$ cat config.mk
export PLATFORM = sky130hd
export DESIGN_NAME = uart_baud_timer
export DESIGN_NICKNAME = d
export VERILOG_FILES = /design/src/rtl/uart_baud_pkg.sv /design/src/rtl/uart_baud_regs.sv /design/src/rtl/uart_baud_prescale.sv /design/src/rtl/uart_baud_bitseq.sv /design/src/rtl/uart_baud_timer.sv
export SDC_FILE = /design/constraint.sdc
export NUM_CORES = 1
export LEC_CHECK = 0
export BUFFER_PORTS_ARGS = -buffer_cell sky130_fd_sc_hd__buf_2
export CAP_MARGIN = 10
export CORE_ASPECT_RATIO = 0.8
export CORE_UTILIZATION = 45
export CTS_BUF_LIST = sky130_fd_sc_hd__clkbuf_16
export DETAILED_ROUTE_END_ITERATION = 8
export PLACE_DENSITY = 0.65
export SETUP_SLACK_MARGIN = 0.5
export SLEW_MARGIN = 20
export SYNTH_ARGS = -nofsm -noshare
export SYNTH_HDL_FRONTEND = slang
export SYNTH_SLANG_ARGS = --single-unit
$ cat constraint.sdc
create_clock -name clk -period 10.2 [get_ports clk]
set_input_delay 1.02 -clock clk [delete_from_list [all_inputs] [get_ports clk]]
set_output_delay 1.02 -clock clk [all_outputs]
set_load 0.1 [all_outputs]
$ cat src/rtl/uart_baud_pkg.sv
package uart_baud_pkg;
    typedef enum logic [2:0] {
        A_FMT   = 3'd0,
        A_DIVLO = 3'd1,
        A_DIVHI = 3'd2,
        A_MODE  = 3'd3,
        A_CNT   = 3'd4,
        A_PNT   = 3'd5
    } reg_addr_e;

    typedef enum logic [1:0] {
        OS_X16     = 2'd0,
        OS_X16_ALT = 2'd1,
        OS_X4      = 2'd2,
        OS_PROG    = 2'd3
    } os_mode_e;

    typedef enum logic [1:0] {
        ST_IDLE = 2'd0,
        ST_PRE  = 2'd1,
        ST_POST = 2'd2
    } seq_state_e;
endpackage

$ cat src/rtl/uart_baud_regs.sv
module uart_baud_regs
    import uart_baud_pkg::*;
#(
    parameter int DATA_W = 8,
    parameter int ADDR_W = 3,
    localparam int DIV_W = 2 * DATA_W
) (
    input  logic              clk,
    input  logic              rst_n,
    input  logic              wr_en,
    input  logic [ADDR_W-1:0] wr_addr,
    input  logic [DATA_W-1:0] wr_data,
    output logic [DIV_W-1:0]  div_q,
    output logic [1:0]        mode_q,
    output logic [DATA_W-1:0] cnt_q,
    output logic [DATA_W-1:0] pnt_q,
    output logic              restart
);
    logic gate_q;
    logic fmt_we, dlo_we, dhi_we, mode_we, cnt_we, pnt_we;

    always_comb begin
        fmt_we  = wr_en && (wr_addr == ADDR_W'(A_FMT));
        dlo_we  = wr_en && (wr_addr == ADDR_W'(A_DIVLO)) && gate_q;
        dhi_we  = wr_en && (wr_addr == ADDR_W'(A_DIVHI)) && gate_q;
        mode_we = wr_en && (wr_addr == ADDR_W'(A_MODE));
        cnt_we  = wr_en && (wr_addr == ADDR_W'(A_CNT));
        pnt_we  = wr_en && (wr_addr == ADDR_W'(A_PNT));
        restart = dlo_we || dhi_we || mode_we || cnt_we;
    end

    always_ff @(posedge clk or negedge rst_n) begin
        if (!rst_n) begin
            gate_q <= 1'b0;
            div_q  <= '0;
            mode_q <= OS_X16;
            cnt_q  <= DATA_W'(15);
            pnt_q  <= DATA_W'(7);
        end else begin
            if (fmt_we)  gate_q <= wr_data[DATA_W-1];
            if (dlo_we)  div_q[DATA_W-1:0] <= wr_data;
            if (dhi_we)  div_q[DIV_W-1:DATA_W] <= wr_data;
            if (mode_we) mode_q <= wr_data[1:0];
            if (cnt_we)  cnt_q <= wr_data;
            if (pnt_we)  pnt_q <= wr_data;
        end
    end
endmodule

$ cat src/rtl/uart_baud_prescale.sv
module uart_baud_prescale #(
    parameter int DIV_W = 16
) (
    input  logic             clk,
    input  logic             rst_n,
    input  logic             run,
    input  logic             restart,
    input  logic [DIV_W-1:0] div_q,
    output logic             tick
);
    logic [DIV_W-1:0] cnt_q;
    logic [DIV_W-1:0] div_last;

    always_comb begin
        div_last = (div_q == '0) ? '0 : div_q - DIV_W'(1);
        tick     = run && (cnt_q == div_last);
    end

    always_ff @(posedge clk or negedge rst_n) begin
        if (!rst_n)
            cnt_q <= '0;
        else if (restart)
            cnt_q <= '0;
        else if (run)
            cnt_q <= (cnt_q == div_last) ? '0 : cnt_q + DIV_W'(1);
    end
endmodule

$ cat src/rtl/uart_baud_bitseq.sv
module uart_baud_bitseq
    import uart_baud_pkg::*;
#(
    parameter int CNT_W = 8
) (
    input  logic             clk,
    input  logic             rst_n,
    input  logic             restart,
    input  logic             samp_tick,
    input  logic [1:0]       mode_q,
    input  logic [CNT_W-1:0] cnt_q,
    input  logic [CNT_W-1:0] pnt_q,
    output logic             run,
    output logic             bit_tick,
    output logic             rx_strobe
);
    seq_state_e       state_q, state_d;
    logic [CNT_W-1:0] idx_q;
    logic [CNT_W-1:0] last_idx, samp_idx;
    logic             at_last, at_point;

    always_comb begin
        unique case (os_mode_e'(mode_q))
            OS_X4: begin
                last_idx = CNT_W'(3);
                samp_idx = CNT_W'(1);
            end
            OS_PROG: begin
                last_idx = cnt_q;
                samp_idx = pnt_q;
            end
            default: begin
                last_idx = CNT_W'(15);
                samp_idx = CNT_W'(7);
            end
        endcase
        at_last  = samp_tick && (idx_q == last_idx);
        at_point = samp_tick && (idx_q == samp_idx);
    end

    always_comb begin
        state_d = state_q;
        unique case (state_q)
            ST_IDLE: state_d = ST_PRE;
            ST_PRE: begin
                if (restart || at_last) state_d = ST_PRE;
                else if (at_point)      state_d = ST_POST;
            end
            ST_POST: begin
                if (restart || at_last) state_d = ST_PRE;
            end
            default: state_d = ST_IDLE;
        endcase
    end

    always_ff @(posedge clk or negedge rst_n) begin
        if (!rst_n) begin
            state_q <= ST_IDLE;
            idx_q   <= '0;
        end else begin
            state_q <= state_d;
            if (restart || state_q == ST_IDLE)
                idx_q <= '0;
            else if (samp_tick)
                idx_q <= at_last ? '0 : idx_q + CNT_W'(1);
        end
    end

    always_comb begin
        run       = (state_q != ST_IDLE);
        bit_tick  = at_last;
        rx_strobe = (state_q == ST_PRE) && at_point;
    end
endmodule

$ cat src/rtl/uart_baud_timer.sv
module uart_baud_timer #(
    parameter int DATA_W = 8,
    parameter int ADDR_W = 3
) (
    input  logic              clk,
    input  logic              rst_n,
    input  logic              wr_en,
    input  logic [ADDR_W-1:0] wr_addr,
    input  logic [DATA_W-1:0] wr_data,
    output logic              sample_tick,
    output logic              bit_tick,
    output logic              rx_strobe
);
    localparam int DIV_W = 2 * DATA_W;

    logic [DIV_W-1:0]  div_q;
    logic [1:0]        mode_q;
    logic [DATA_W-1:0] cnt_q, pnt_q;
    logic              restart, run;

    uart_baud_regs #(.DATA_W(DATA_W), .ADDR_W(ADDR_W)) u_regs (
        .clk(clk), .rst_n(rst_n), .wr_en(wr_en), .wr_addr(wr_addr),
        .wr_data(wr_data), .div_q(div_q), .mode_q(mode_q), .cnt_q(cnt_q),
        .pnt_q(pnt_q), .restart(restart)
    );

    uart_baud_prescale #(.DIV_W(DIV_W)) u_pre (
        .clk(clk), .rst_n(rst_n), .run(run), .restart(restart),
        .div_q(div_q), .tick(sample_tick)
    );

    uart_baud_bitseq #(.CNT_W(DATA_W)) u_seq (
        .clk(clk), .rst_n(rst_n), .restart(restart), .samp_tick(sample_tick),
        .mode_q(mode_q), .cnt_q(cnt_q), .pnt_q(pnt_q), .run(run),
        .bit_tick(bit_tick), .rx_strobe(rx_strobe)
    );
endmodule

==> flow_summary_export.csv, run 1 <==
group,metric,value,unit
synthesis,ys_seq_elements,61,
global_route,grtUsageTotal,24.1,%
route,routed-wl-met2,4.35,mm
min_path,min_path_cells,1,
route,wl_met3,770,um
pwr,leakage,1.79,nW
min_path,holdCritPathClass,"reg -> reg",
route,highest_layer,"met4",
global_route,grt_pass1_vias,3352,
layout,seqCellArea,0.00154,mm^2
floorplan,die-area,0.00940,mm^2
critical_path,path_common_cell,"nor3b_1",
critical_path,max_stage_delay,570,ps
layout,drive_gt1_share,19.5,%
layout,fillers,771,
synthesis,synthDistinctLibCells,69,
critical_path,path_buf_inv,2,
place,dp_hpwl,7.29,mm
cts,cts-root-buf,"clkbuf_16",
pwr,p_comb_share,28.4,%
global_route,grt_pass1_wl,17.2,mm
synthesis,syn_avg_cell_area,8.95,um^2
cts,numCtsBuffers,9,
layout,final_cell_area,0.00452,mm^2
critical_path,critPathTopFamily,"simple AND/OR/NAND/NOR gates",
pwr,fin_total_pwr,0.986,mW
timing,skew,6.42,ps
cts,ctsLongestPathBuffers,2,
job,cap_violations,0,
route,drc,0,
cts,cts_setup_buffers,0,
cts,path_clk_slew,50,ps
critical_path,cp_data_arrival_time,4260,ps
cts,ctsHoldBuffers,0,
critical_path,worstSetupStartpointType,"register",
route,drt-met1-wl,4.93,mm
route,vias_per_cell,6.30,
pwr,power_density,218,mW/mm^2
outcome,outcome,"finished, final reports clean",
critical_path,critPathKind,"reg -> out",
route,avgRoutedWirePerCell,17.9,um
timing,fin_hold_ws,508,ps
critical_path,crit_path_end_kind,"output pin",
layout,nNetsFinal,473,
synthesis,synth_area,0.00406,mm^2
route,vias,3612,
pwr,netSwitchingFraction,35.4,%
synthesis,syn_nets,470,
route,ant_nets,0,
route,drtIter0Drc,323,
timing,slew_violations,0,
critical_path,r2r_cells,12,
synthesis,synthArstFlopShare,100,%
timing,finalHoldViolCount,0,
cts,clk_latency,340,ps
synthesis,netlist_instances,453,
pwr,switchingPower,0.349,mW
timing,post-route-period-util,51.7,%
critical_path,crit_slowest_cell,"nor3b_1",
place,globalplace.congestion,0.876,
route,dr.pass1.iters,6,
timing,layout_min_cycle_time,5280,ps
min_path,min_from,"u_regs.pnt_q[7]$_DFFE_PN0P_",
synthesis,synth-edff-count,0,
floorplan,rows,30,
synthesis,ys_seq_area_share,37.8,%
layout,area_growth_syn_to_layout,11.4,%
floorplan,die_x,108,um
global_route,gr-total-overflow,0,
place,port_buffers,16,
synthesis,ys_warn_count,0,
cts,cts_tree,"yes",
layout,final_common_cell,"dfrtp_1",
critical_path,r2r-end,"u_pre.cnt_q[12]$_DFFE_PN0P_",
layout,diodes,0,
timing,relSlewSlack,46.6,%
critical_path,critPathMaxFanout,9,
layout,final_cell_mix,"54 x dfrtp_1, 43 x nand2_1, 33 x mux2_2",
cts,ctsResizeCount,0,
timing,timing.fmax,190,MHz
pwr,clockPowerShare,33.5,%
floorplan,fp.coreArea,0.00860,mm^2
critical_path,critPathRequiredTime,9180,ps
global_route,grt_max_degree,62,
timing,setup_viol,0,
timing,setup_tns,0,ps
route,finalWirelength,10.2,mm
critical_path,r2r_slack,6220,ps
critical_path,timing.rr.start,"u_regs.div_q[0]$_DFFE_PN0P_",
place,post_dp_cell_area,0.00420,mm^2
pwr,p_seq_share,38.1,%
layout,fin_util,52.6,%
timing,rsz0062_at_grt,"no",
floorplan,ios,17,
floorplan,initial_core_util,47.2,%
critical_path,crit_start,"u_regs.div_q[0]$_DFFE_PN0P_",
synthesis,synth_flop_cell,"dfrtp_1",
floorplan,fp.dieH,86.9,um
pwr,irDropWorstVdd,0.142,mV
layout,multi_input_area,0.00234,mm^2
cts,cts_max_level,3,
timing,tightest_slew,798,ps
min_path,min_to,"u_regs.pnt_q[7]$_DFFE_PN0P_",
global_route,grt_antenna_before_repair,0,
pwr,p_int,0.637,mW
critical_path,worstPathCellList,"inv_1 -> ha_1 -> nor3b_1 -> nand2_1 -> or2_2 -> o32ai_1 -> a31oi_1 -> nor3b_1 -> nand2_2 -> nor3_1 -> buf_2",
cts,cts.sinks,61,
-- power by group through the flow --
stage          Sequential, mW  Combinational (mW)  Clock [mW]
2_1_floorplan           0.335               0.245           0
3_3_place_gp            0.374               0.276           0
3_5_place_dp            0.377               0.274           0
4_1_cts                 0.373               0.277       0.339
5_1_grt                 0.386               0.309       0.349
6_report                0.376               0.280       0.331
-- metrics by stage --
stage / cells / worst slack, ps
3_5_place_dp: 557 / 5340
5_1_grt: 573 / 4410
3_3_place_gp: 557 / 5480
4_1_cts: 573 / 4930
6_report: 573 / 4920
2_1_floorplan: 453 / 4350
-- cell type report --
cell class | count | area share (%)
Timing Repair Buffer | 19 | 2.27
Tap cell | 112 | 3.10
Clock inverter | 7 | 2.19
Clock buffer | 9 | 4.98
Inverter | 21 | 1.74
Multi-Input combinational cell | 344 | 51.7
Sequential cell | 61 | 34.0
-- state kept, by name, summed over array words and instances (netlist names) --
register       flops
u_pre.cnt_q       16
u_regs.cnt_q       8
u_regs.div_q      16
u_regs.gate_q      1
u_regs.mode_q      2
u_regs.pnt_q       8
u_seq.idx_q        8
u_seq.state_q      2
-- worst max path at each step --
stage / cells past startpoint / end / slack, ps
floorplan: 10 / bit_tick / 4350
global placement: 11 / rx_strobe / 5480
detailed placement: 11 / rx_strobe / 5340
CTS: 11 / rx_strobe / 4930
global route: 11 / rx_strobe / 4410
finish: 11 / rx_strobe / 4920
-- synthesized netlist by cell type (3+ instances only) --
| cell | instances | area [um^2] |
|---|---|---|
| a2111oi_0 | 4 | 35.0 |
| a21oi_1 | 17 | 85.1 |
| a31oi_1 | 6 | 37.5 |
| a32oi_1 | 3 | 26.3 |
| and3_1 | 3 | 18.8 |
| clkbuf_1 | 24 | 90.1 |
| dfrtp_1 | 54 | 1350 |
| dfstp_2 | 7 | 184 |
| ha_1 | 3 | 37.5 |
| inv_1 | 21 | 78.8 |
| mux2_2 | 33 | 372 |
| mux2i_1 | 3 | 30.0 |
| nand2_1 | 43 | 161 |
| nand3_1 | 26 | 130 |
| nand4_1 | 12 | 75.1 |
| nor2_1 | 25 | 93.8 |
| nor2b_1 | 5 | 31.3 |
| nor3_1 | 13 | 65.1 |
| nor3b_1 | 5 | 37.5 |
| nor4_1 | 6 | 37.5 |
| o211ai_1 | 3 | 22.5 |
| o21ai_0 | 32 | 160 |
| o221ai_1 | 3 | 26.3 |
| o22ai_1 | 3 | 18.8 |
| o31ai_1 | 5 | 37.5 |
| o32ai_1 | 5 | 43.8 |
| or2_2 | 6 | 37.5 |
| or4_1 | 3 | 22.5 |
| xnor2_1 | 14 | 123 |
| xor2_1 | 16 | 140 |
-- kinds of logic (layout without fill, tap and decap cells) --
logic type,Yosys count,count (layout),synth area share [%]
buf+inv,48,56,4.50
compound gates,106,106,17.5
simple gates,167,167,22.4
flops,61,61,37.8
fa+ha+maj,4,4,1.17
mux,37,37,10.2
xor+xnor,30,30,6.48
-- metal layers --
metal,vias to the layer above,global-route usage (%)
met1,1764,35.2
met5,-,0
met4,0,8.84
li1,1680,-
met3,19,6.13
met2,149,34.2
Note: power is estimated with default switching activity, not from simulation.
==> inputs of run 2 (changes only) <==
Settings changed: ABC_AREA set to 1, PLACE_DENSITY 0.65 to 0.68.
Clock period 10.2 ns to 4.8 ns, I/O delays scaled along.
==> flow_summary_export.csv, run 2 <==
group,metric,value,unit
critical_path,critPathMaxFanout,34,
timing,slew_violations,0,
floorplan,rows,30,
critical_path,crit_path_end_kind,"output pin",
layout,final_cells,719,
synthesis,netlist_instances,585,
critical_path,critPathKind,"reg -> out",
cts,cts_tree,"yes",
floorplan,initial_core_util,47.7,%
pwr,fin_total_pwr,1.98,mW
timing,rsz0062_at_grt,"no",
place,globalplace.congestion,0.944,
pwr,leakage,2.17,nW
place,post_dp_cell_area,0.00431,mm^2
floorplan,ios,17,
synthesis,synthArstFlopShare,100,%
layout,reg_top3,"u_pre.cnt_q x16, u_regs.div_q x16",
synthesis,synthDistinctLibCells,39,
layout,diodes,0,
floorplan,fp.dieH,87.9,um
synthesis,ys_seq_area_share,37.0,%
layout,fin_util,52.9,%
floorplan,fp.coreArea,0.00871,mm^2
timing,timing.fmax,275,MHz
critical_path,cp_data_arrival_time,3150,ps
timing,setup_viol,0,
cts,numCtsBuffers,9,
floorplan,die-area,0.00962,mm^2
cts,cts-root-buf,"clkbuf_16",
global_route,grt_pass1_wl,17.7,mm
synthesis,synth_top_area_cell,"dfrtp_1",
synthesis,ys_seq_elements,61,
synthesis,synth_commonest_cells,"165 x nand2_1, 72 x inv_1, 58 x nor2_1",
cts,path_clk_slew,50,ps
min_path,holdCritPathClass,"in -> async",
cts,cts_setup_buffers,0,
timing,tightest_slew,862,ps
route,dr.pass1.iters,5,
timing,relSlewSlack,42.2,%
cts,cts.sinks,61,
synthesis,synth_area,0.00415,mm^2
outcome,outcome,"finished, final reports clean",
synthesis,synth.most_common_cell,"nand2_1",
pwr,power_density,429,mW/mm^2
layout,area_growth_syn_to_layout,10.9,%
synthesis,syn_avg_cell_area,7.10,um^2
global_route,grt_max_degree,62,
cts,ctsResizeCount,0,
synthesis,synth_top_cells_by_area,"dfrtp_1 33%, nand2_1 15%, nand3_1 6.9%, inv_1 6.5%, xor2_1 5.3%",
timing,post-route-period-util,75.7,%
layout,drive_gt1_share,12.4,%
route,avgRoutedWirePerCell,14.7,um
route,finalWirelength,10.6,mm
synthesis,synth-edff-count,0,
layout,final_cell_mix,"165 x nand2_1, 72 x inv_1, 58 x nor2_1",
place,port_buffers,16,
global_route,gr-total-overflow,0,
critical_path,timing.rr.start,"u_regs.div_q[0]$_DFFE_PN0P_",
critical_path,r2r_cells,15,
cts,cts_max_level,3,
timing,finalHoldViolCount,0,
synthesis,ys_warn_count,0,
timing,setup_tns,0,ps
layout,final_cell_area,0.00461,mm^2
place,dp_hpwl,7.85,mm
global_route,grt_antenna_before_repair,0,
critical_path,r2r-end,"u_pre.cnt_q[15]$_DFFE_PN0P_",
layout,final_common_cell,"nand2_1",
job,cap_violations,0,
critical_path,worstSetupStartpointType,"register",
route,vias,3828,
global_route,grt_pass1_vias,3517,
synthesis,synth_flop_cell,"dfrtp_1",
cts,ctsLongestPathBuffers,2,
global_route,grtUsageTotal,24.9,%
critical_path,critPathRequiredTime,4320,ps
pwr,irDropWorstVdd,0.287,mV
place,dp.cells,703,
cts,ctsHoldBuffers,0,
route,drtIter0Drc,235,
synthesis,syn_nets,602,
route,ant_nets,0,
layout,nNetsFinal,619,
cts,clk_latency,340,ps
route,vias_per_cell,5.32,
timing,layout_min_cycle_time,3630,ps
route,drc,0,
synthesis,synth.top_cell.area_share,32.5,%
critical_path,r2r_slack,1950,ps
timing,skew,4.09,ps
floorplan,die_x,109,um
[run 2: cell count changes after synthesis, moves of 7 or more]
cell      before  now
mux2_2        33    0
nor2_2         0    7
nand2_1       43  165
xnor2_1       14    2
clkbuf_1      24    6
nand3_1       26   57
xor2_1        16   25
o22ai_2        0   10
nand4_1       12   24
a21oi_1       17    9
nor2_1        25   58
inv_1         21   72
o21ai_0       32   40
[run 2: power breakdown]
part | switching [mW] | internal (mW)
combinational | 0.404 | 0.203
clock | 0.251 | 0.402
sequential | 0.0982 | 0.617
[run 2: how the worst max path moves through the flow]
| stage | to | cells after the start | start |
|---|---|---|---|
| after global routing | rx_strobe | 15 | u_regs.div_q[0]$_DFFE_PN0P_ |
| after detailed placement | rx_strobe | 15 | u_regs.div_q[0]$_DFFE_PN0P_ |
| after global placement | rx_strobe | 14 | u_regs.div_q[0]$_DFFE_PN0P_ |
| after CTS | rx_strobe | 15 | u_regs.div_q[0]$_DFFE_PN0P_ |
| after floorplan | rx_strobe | 15 | u_regs.div_q[0]$_DFFE_PN0P_ |
| final | rx_strobe | 16 | u_regs.div_q[0]$_DFFE_PN0P_ |
[run 2: logic make-up after synthesis]
| logic type | after synthesis | share of synthesized area [%] |
|---|---|---|
| flip-flops | 61 | 37.0 |
| XOR/XNOR | 27 | 5.70 |
| AND/OR/NAND/NOR | 341 | 37.8 |
| buffers and inverters | 86 | 8.62 |
| AO/OA/AOI/OAI | 67 | 10.0 |
| adder cells (fa/ha/maj) | 3 | 0.904 |
[run 2: final cells by class]
type / instances / area, um^2
clock inverter: 7 / 73.8
tap: 112 / 140
inverter: 74 / 278
timing repair buffer: 18 / 95.1
fill: 851 / 4100
clock buffer: 9 / 225
sequential: 61 / 1540
multi-input combinational: 438 / 2260
[run 2: routing by layer]
layer  wire length, um  share of wire (%)  vias up  track usage [%]
li1                  -                  -     1936                -
met1              5500                 52     1776             37.0
met2              4290                 40      103             34.6
met3               647                6.1       13             6.32
met4               171                1.6        0             8.85
met5                 0                  0        -                0
[run 2: through the flow]
step           hold slack, ps  setup WS, ps
2_1_floorplan             184          1140
3_3_place_gp              474          1660
3_5_place_dp              480          1560
4_1_cts                   349          1180
5_1_grt                   392           888
6_report                  306          1170
[run 2: worst max-delay path: stages, from the launching register on]
cell	delay, ps
dfrtp_1	370
inv_1	130
ha_1	290
nand2_2	120
nor2_2	160
nand2_4	210
nand2_1	120
nand2_1	60
nand2_1	100
and2_1	130
nand2_1	50
nor2_1	110
nand3b_2	130
nor2_4	150
nand4_1	130
nor2_1	110
buf_2	430
==> inputs of run 3 (changes only) <==
Settings changed: ABC_AREA 1 to 0.
Clock period 4.8 ns to 3.04 ns, I/O delays scaled along.
==> flow_summary_export.csv, run 3 (same netlist as run 1, synthesis figures left out) <==
group,metric,value,unit
place,dp_hpwl,7.92,mm
critical_path,worstPathCellList,"or4_4 -> o31ai_2 -> mux2_4 -> nand3_2 -> or4_4 -> nor4b_4 -> nand2_4 -> buf_4 -> nor2_4 -> buf_12",
global_route,grt_pass1_wl,18.6,mm
critical_path,critPathKind,"reg -> out",
floorplan,die_x,108,um
route,drc,0,
route,avgRoutedWirePerCell,18.4,um
critical_path,path_buf_inv,2,
floorplan,ios,17,
critical_path,worstSetupStartpointType,"register",
layout,fillers,710,
layout,nNetsFinal,549,
pwr,leakage,2.26,nW
layout,area_growth_syn_to_layout,35.9,%
cts,numCtsBuffers,9,
floorplan,die-area,0.00940,mm^2
floorplan,initial_core_util,47.2,%
job,cap_violations,0,
outcome,failed_checks,"setup timing",
global_route,grt_max_degree,62,
timing,tightest_slew,854,ps
pwr,irDropWorstVdd,0.544,mV
global_route,grt_pass1_vias,3648,
place,dp.cells,613,
timing,layout_setup_ws,-452,ps
min_path,holdCritPathClass,"in -> async",
layout,final_common_cell,"buf_4",
critical_path,critPathRequiredTime,2740,ps
timing,finalHoldViolCount,0,
timing,skew,5.48,ps
timing,rsz0062_at_grt,"yes",
layout,drive_gt1_share,41.0,%
critical_path,max_stage_delay,590,ps
critical_path,crit_path_end_kind,"output pin",
route,drtIter0Drc,219,
layout,reg_top3,"u_pre.cnt_q x16, u_regs.div_q x16",
floorplan,fp.coreArea,0.00860,mm^2
global_route,grtUsageTotal,26.0,%
pwr,fin_total_pwr,3.93,mW
timing,setup_viol,28,
timing,setup_tns,-6010,ps
route,ant_nets,0,
timing,slew_violations,0,
outcome,outcome,"complete, but fails checks",
layout,final_cell_mix,"68 x buf_4, 54 x dfrtp_1, 41 x nand2_1",
place,port_buffers,16,
layout,seqCellArea,0.00154,mm^2
timing,relSlewSlack,42.9,%
route,dr.pass1.iters,5,
critical_path,crit_slowest_cell,"or4_4",
timing,post-route-period-util,115,%
global_route,gr-total-overflow,0,
critical_path,path_common_cell,"or4_4",
cts,cts_max_level,3,
route,finalWirelength,11.9,mm
layout,multi_input_area,0.00270,mm^2
timing,layout_min_cycle_time,3490,ps
pwr,power_density,712,mW/mm^2
cts,cts-root-buf,"clkbuf_16",
timing,timing.fmax,286,MHz
layout,diodes,0,
critical_path,cp_data_arrival_time,3190,ps
floorplan,rows,30,
global_route,grt_antenna_before_repair,0,
floorplan,fp.dieH,86.9,um
route,vias_per_cell,6.01,
critical_path,critPathMaxFanout,5,
layout,final_cells,649,
cts,ctsLongestPathBuffers,2,
cts,path_clk_slew,50,ps
cts,cts_tree,"yes",
cts,clk_latency,340,ps
cts,cts.sinks,61,
route,vias,3901,
critical_path,critPathTopFamily,"simple AND/OR/NAND/NOR gates",
place,globalplace.congestion,0.915,
## run 3: cell count changes in the layout (fill, tap and decap cells not counted), moves of 22 or more
cell,change
inv_1,-53
buf_4,+66
nor2_1,-34
mux2_2,+33
nand3_1,-33
nand2_1,-124
o21ai_0,-22
## run 3: layout make-up
type | instances | share of cell area [%]
repair buffers | 95 | 13.8
multi-input cells | 344 | 48.9
clock inverters | 7 | 1.36
well taps | 112 | 2.54
flip-flops and latches | 61 | 27.8
clock buffers | 9 | 4.09
inverters | 21 | 1.43
## run 3: final timing paths
kind	from	to	slack [ps]	cells after the start
max reg2reg	u_regs.div_q[0]$_DFFE_PN0P_	u_seq.idx_q[4]$_DFFE_PN0P_	-380	11
max in group asynchronous	rst_n	u_regs.div_q[0]$_DFFE_PN0P_	2390	2
min	rst_n	u_pre.cnt_q[1]$_DFFE_PN0P_	130	2
min in group clk	wr_data[5]	u_regs.cnt_q[5]$_DFFE_PN0P_	250	3
min reg2reg	u_regs.pnt_q[7]$_DFFE_PN0P_	u_regs.pnt_q[7]$_DFFE_PN0P_	520	1
max	u_regs.div_q[0]$_DFFE_PN0P_	sample_tick	-450	10
## run 3: power breakdown
group / total [mW] / switching [mW] / internal, mW
registers: 1.15 / 0.169 / 0.982
clock network: 1.04 / 0.401 / 0.636
logic: 1.74 / 0.859 / 0.880
## run 3: timing repair
action | CTS | global route
gates resized for setup | 46 | 51
hold endpoints to repair | 0 | 0
setup buffers | 8 | 11
setup endpoints to repair | 29 | 29
gates cloned | 0 | 1
hold buffers | 0 | 0
pin swaps | 14 | 30
## run 3: metrics by stage
| step | utilization (%) | instance area, um^2 | hold slack, ps | worst slack [ps] |
|---|---|---|---|---|
| finish | 64.1 | 5510 | 127 | -452 |
| global route | 64.1 | 5510 | 200 | -568 |
| CTS | 60.7 | 5220 | 158 | -502 |
| detailed placement | 54.6 | 4700 | 502 | -315 |
| global placement | 54.6 | 4700 | 493 | -241 |
| floorplan | - | 4090 | 8.41 | -620 |
## run 3: layer usage
layer	global-route usage [%]	vias to the layer above	routed length (um)
met5	0	-	0
met4	8.72	0	199
met3	5.16	25	759
met2	39.6	145	5360
met1	37.0	1901	5590
li1	-	1830	-
